===== config.mk =====
export PLATFORM = sky130hd
export DESIGN_NAME = fetch_stretch
export DESIGN_NICKNAME = d
export VERILOG_FILES = /design/src/rtl/fs_pkg.sv /design/src/rtl/fs_cycle_detect.sv /design/src/rtl/fs_policy.sv /design/src/rtl/fs_wait_fsm.sv /design/src/rtl/fetch_stretch.sv
export SDC_FILE = /design/constraint.sdc
export NUM_CORES = 1
export LEC_CHECK = 0
export BUFFER_PORTS_ARGS = -buffer_cell sky130_fd_sc_hd__buf_4
export CAP_MARGIN = 15
export CORE_AREA = 2 2 39 41
export CTS_BUF_LIST = sky130_fd_sc_hd__clkbuf_8
export CTS_CLUSTER_DIAMETER = 120
export DETAILED_ROUTE_END_ITERATION = 8
export DIE_AREA = 0 0 41 43
export MAX_ROUTING_LAYER = met4
export SYNTH_ARGS = -nofsm -noshare
export SYNTH_HDL_FRONTEND = slang
export SYNTH_SLANG_ARGS = --single-unit

===== constraint.sdc =====
create_clock -name clk -period 0.9 [get_ports clk]
set_input_delay 0 -clock clk [delete_from_list [all_inputs] [get_ports clk]]
set_output_delay 0 -clock clk [all_outputs]
set_load 0.01 [all_outputs]

===== src/rtl/fs_pkg.sv =====
package fs_pkg;

    typedef enum logic [1:0] {
        BUS_IDLE  = 2'd0,   // no strobe active
        BUS_FETCH = 2'd1,   // opcode fetch with memory request
        BUS_ACK   = 2'd2,   // opcode strobe without memory request
        BUS_MEM   = 2'd3    // memory request only (read, write, refresh)
    } fs_bus_e;

    typedef enum logic [1:0] {
        FS_IDLE = 2'd0,
        FS_HOLD = 2'd1,
        FS_DONE = 2'd2
    } fs_state_e;

endpackage


===== src/rtl/fs_cycle_detect.sv =====
module fs_cycle_detect
    import fs_pkg::*;
(
    input  logic    opfetch_n,
    input  logic    memreq_n,
    output fs_bus_e bus_cls
);

    always_comb begin
        unique case ({opfetch_n, memreq_n})
            2'b00:   bus_cls = BUS_FETCH;
            2'b01:   bus_cls = BUS_ACK;
            2'b10:   bus_cls = BUS_MEM;
            default: bus_cls = BUS_IDLE;
        endcase
    end

endmodule


===== src/rtl/fs_policy.sv =====
module fs_policy #(
    parameter bit HAS_ROM_GATE = 1'b1
) (
    input  logic stretch_en,
    input  logic rom_only_mode,
    input  logic boot_rom_on,
    output logic allow
);

    generate
        if (HAS_ROM_GATE) begin : g_gate
            always_comb allow = stretch_en & (~rom_only_mode | boot_rom_on);
        end else begin : g_plain
            logic unused_mode;
            always_comb unused_mode = rom_only_mode ^ boot_rom_on;
            always_comb allow = stretch_en;
        end
    endgenerate

endmodule


===== src/rtl/fs_wait_fsm.sv =====
module fs_wait_fsm
    import fs_pkg::*;
#(
    parameter int WAIT_CYCLES = 1
) (
    input  logic    clk,
    input  logic    rst_n,
    input  fs_bus_e bus_cls,
    input  logic    allow,
    output logic    wait_q_o
);

    localparam int CNT_W = $clog2(WAIT_CYCLES + 1);
    localparam logic [CNT_W-1:0] CNT_LAST = CNT_W'(WAIT_CYCLES);

    typedef struct packed {
        fs_state_e        state;
        logic [CNT_W-1:0] cnt;
        logic             wait_on;
    } fsm_regs_t;

    fsm_regs_t q, d;
    logic      strobe_off;

    always_comb strobe_off = (bus_cls == BUS_IDLE) || (bus_cls == BUS_MEM);

    always_comb begin
        d = q;
        unique case (q.state)
            FS_IDLE: begin
                d.wait_on = 1'b0;
                if (bus_cls == BUS_FETCH) begin
                    if (allow) begin
                        d.state   = FS_HOLD;
                        d.cnt     = CNT_W'(1);
                        d.wait_on = 1'b1;
                    end else begin
                        d.state = FS_DONE;
                    end
                end
            end
            FS_HOLD: begin
                if (strobe_off) begin
                    d.state   = FS_IDLE;
                    d.wait_on = 1'b0;
                end else if (q.cnt == CNT_LAST) begin
                    d.state   = FS_DONE;
                    d.wait_on = 1'b0;
                end else begin
                    d.cnt     = q.cnt + CNT_W'(1);
                    d.wait_on = 1'b1;
                end
            end
            FS_DONE: begin
                d.wait_on = 1'b0;
                if (strobe_off) d.state = FS_IDLE;
            end
            default: begin
                d.state   = FS_IDLE;
                d.wait_on = 1'b0;
            end
        endcase
    end

    always_ff @(posedge clk or negedge rst_n) begin
        if (!rst_n) begin
            q <= '{state: FS_IDLE, cnt: '0, wait_on: 1'b0};
        end else begin
            q <= d;
        end
    end

    assign wait_q_o = q.wait_on;

    AST_FETCH_STARTS: assert property (@(posedge clk) disable iff (!rst_n)
        (q.state == FS_IDLE && bus_cls == BUS_FETCH && allow) |=> wait_q_o);

    generate
        if (WAIT_CYCLES == 1) begin : g_one
            AST_SINGLE_WAIT: assert property (@(posedge clk) disable iff (!rst_n)
                wait_q_o |=> !wait_q_o);
        end
    endgenerate

    AST_NO_MEM_WAIT: assert property (@(posedge clk) disable iff (!rst_n)
        strobe_off |=> !wait_q_o);

    AST_NO_ACK_WAIT: assert property (@(posedge clk) disable iff (!rst_n)
        (bus_cls == BUS_ACK && !wait_q_o) |=> !wait_q_o);

    AST_ONCE_PER_FETCH: assert property (@(posedge clk) disable iff (!rst_n)
        (q.state == FS_DONE && !strobe_off) |=> !wait_q_o);

    AST_POLICY_BLOCKS: assert property (@(posedge clk) disable iff (!rst_n)
        (!allow && !wait_q_o) |=> !wait_q_o);

endmodule


===== src/rtl/fetch_stretch.sv =====
module fetch_stretch
    import fs_pkg::*;
#(
    parameter int WAIT_CYCLES  = 1,
    parameter bit HAS_ROM_GATE = 1'b1
) (
    input  logic clk,
    input  logic rst_n,
    input  logic opfetch_n,
    input  logic memreq_n,
    input  logic boot_rom_on,
    input  logic rom_only_mode,
    input  logic stretch_en,
    output logic hold_n
);

    fs_bus_e bus_cls;
    logic    allow;
    logic    wait_q;

    fs_cycle_detect u_detect (
        .opfetch_n (opfetch_n),
        .memreq_n  (memreq_n),
        .bus_cls   (bus_cls)
    );

    fs_policy #(
        .HAS_ROM_GATE (HAS_ROM_GATE)
    ) u_policy (
        .stretch_en    (stretch_en),
        .rom_only_mode (rom_only_mode),
        .boot_rom_on   (boot_rom_on),
        .allow         (allow)
    );

    fs_wait_fsm #(
        .WAIT_CYCLES (WAIT_CYCLES)
    ) u_fsm (
        .clk      (clk),
        .rst_n    (rst_n),
        .bus_cls  (bus_cls),
        .allow    (allow),
        .wait_q_o (wait_q)
    );

    // Reset and an inactive opcode strobe release the line without waiting for an edge.
    assign hold_n = ~(wait_q & rst_n & ~opfetch_n);

    AST_ROM_GATE: assert property (@(posedge clk) disable iff (!rst_n)
        (rom_only_mode && !boot_rom_on && hold_n) |=> hold_n);

    AST_REFRESH_CLEAR: assert property (@(posedge clk) disable iff (!rst_n)
        (opfetch_n && !memreq_n) |=> hold_n);

endmodule


==> flow_metrics.tcl <==
set metrics [dict create \
    status "complete, but fails checks" \
    violations "negative hold slack, negative setup slack" \
    finalNetCount 39 \
    num_vias 194 \
    clock_latency_ns 0.22 \
    mostFrequentLayoutCells "buf_4 (7), nand3b_1 (3), nor2_1 (3), clkbuf_8 (3), dfrtp_1 (3)" \
    ys_seq_area_share_pct 51.3 \
    rsz0062_at_grt "true" \
    powerDensity_nw_per_um2 2040 \
    p_seq_share_pct 32.4 \
    r2r_slack_ns -0.02 \
    holdCritPathClass "input port to register" \
    final_cells 46 \
    synth.area.top_cells "dfrtp_1 (51%), nand3b_1 (12%), o41ai_1 (9.0%), mux2_2 (5.8%), nor2_1 (5.8%)" \
    busiest_layer "met4" \
    wirelength_um 430 \
    clockRootBuffer "clkbuf_8" \
    die-height_um 43 \
    multi_input_area_um2 98.8 \
    grt_use_met3_pct 4.71 \
    yosys_register_bits 4 \
    clkPwrFrac_pct 54.7 \
    regArea_um2 101 \
    drtIter0Drc 2 \
    grt_max_degree 7 \
    synthDistinctLibCells 10 \
    rows 14 \
    fin_crit_ns 0.922 \
    antenna_found_initial 0 \
    tightest_slew_ns 0.256 \
    synthDominantAreaCellType "dfrtp_1" \
    die_area_um2 1760 \
    grt_use_total_pct 6.40 \
    arrival_ns 1.06 \
    initial_core_util_pct 14.1 \
    crit_required_ns 1.04 \
    hold_viol 1 \
    final_common_cell "buf_4" \
    detail-route-antenna-nets 0 \
    place_inst 42 \
    cellInternalPower_uw 542 \
    overflow 0 \
    end_kind "register" \
    post-route-period-util_pct 102 \
    max-cap-violations 0 \
    swShare_pct 20.9 \
    drc 0 \
    syn-mean-instance-area_um2 10.8 \
    vdd_drop_max_mv 0.568 \
    area_delta_synth_final_pct 72.4 \
    grt_pass1_wl_um 565 \
    dieWidth_um 41 \
    via_per_inst 4.22 \
    holdWs_ns -0.0264 \
    finish.utilization_pct 24.3 \
    cts_setup_buffers 0 \
    core_area_um2 1380 \
    antenna_cells 0 \
    p_leak_uw 0.000156 \
    syn-cell-area_um2 195 \
    slew_headroom_pct 82.7 \
    drive_above_1_share_pct 43.3 \
    numCtsBuffers 3 \
    met2_usage_pct 5.00 \
    max_freq_mhz 1090 \
    cts_tree "done" \
    fin_skew_ns 0.00411 \
    grt_pass1_vias 141 \
    n_fill_cell 143 \
    syn_nets 25 \
    pwr-share-comb_pct 12.9 \
    drtPass1Iterations 4 \
    start_kind "register" \
    yosysTopAreaCellShare_pct 51.3 \
    clkTransAtPathRegs_ns 0.03 \
    clock_sinks 4 \
    clock_tree.htree_level_count 1 \
    wire_per_inst_um 9.35 \
    portBuffers 7 \
    slew_viol_final 0 \
    fin_ws_ns -0.0215 \
    crit_type "register to register" \
    design.portCount 8 \
    crit_fanout 6 \
    met1_usage_pct 6.17 \
    ys_warn_count 0 \
    netSwitchingPower_uw 143 \
    syn_inst 18 \
    finalSetupViolations 1 \
    clock_path_buffers 2 \
    gp_congestion 0.712 \
]
sequential cells by signal (all words and copies together), names as in the netlist:
signal	flops
u_fsm.q	3
u_fsm.wait_q_o	1
Yosys cell counts:
master / n
a211o_1: 1
a21oi_1: 1
a21oi_2: 1
dfrtp_1: 4
mux2_2: 1
nand2_1: 1
nand2b_1: 1
nand3b_1: 3
nor2_1: 3
o41ai_1: 2
power by group through the flow:
stage                     combinational (uW)  clock (uW)  sequential [uW]
final                                   88.5         375              222
after global routing                    95.3         400              225
after CTS                               88.9         387              222
after detailed placement                85.0           0              224
after global placement                  83.5           0              223
after floorplan                         47.1           0              218
metrics by stage:
stage | setup slack, ns | total power (uW) | cell area (um2) | TNS [ns]
3_5_place_dp | -0.0659 | 309 | 279 | -0.0659
3_3_place_gp | -0.0305 | 307 | 279 | -0.0305
6_report | -0.0215 | 685 | 337 | -0.0215
2_1_floorplan | 0.00258 | 265 | 199 | 0
5_1_grt | -0.0611 | 721 | 337 | -0.144
4_1_cts | -0.0721 | 697 | 330 | -0.0721
cell families (layout without fill, tap and decap cells):
kind of cell	count (synthesis)	in the layout	share of synthesized area [%]
AOI/OAI and AO/OA	5	5	20.5
muxes	1	1	5.77
buffers and inverters	0	12	0
DFF	4	4	51.3
and+or+nand+nor	8	8	22.4
layer usage:
metal / vias up / wire (um)
li1: 93 / -
met1: 84 / 184
met2: 13 / 169
met3: 4 / 46
met4: 0 / 30
met5: - / 0
worst paths after layout:
path / cells past startpoint / endpoint / from
max: 3 / u_fsm.q[3] / u_fsm.q[2]
min in group asynchronous: 2 / u_fsm.wait_q_o / rst_n
min: 2 / u_fsm.q[3] / opfetch_n
max reg2reg: 3 / u_fsm.q[3] / u_fsm.q[2]
min reg2reg: 1 / u_fsm.q[2] / u_fsm.q[2]
max in group asynchronous: 2 / u_fsm.q[2] / rst_n
critical path, cell delays in order (launching register included):
cell and delay, ns:
dfrtp_2 0.40, nand2_1 0.07, mux2_4 0.27, a21oi_2 0.11
what timing repair did:
| action | CTS | global route |
|---|---|---|
| pin swaps | 1 | 0 |
| hold buffers | 1 | 1 |
| resized for setup | 0 | 2 |
| setup endpoints to repair | 1 | 5 |
| endpoints found under the hold margin | 5 | 5 |
cell type report:
type                            instances  share of cell area, %
Tap cell                               16                   5.95
Multi-Input combinational cell         14                   29.4
Sequential cell                         4                   30.1
Clock buffer                            3                   12.3
Timing Repair Buffer                    9                   22.3
Note: power is estimated with default switching activity, not from simulation.
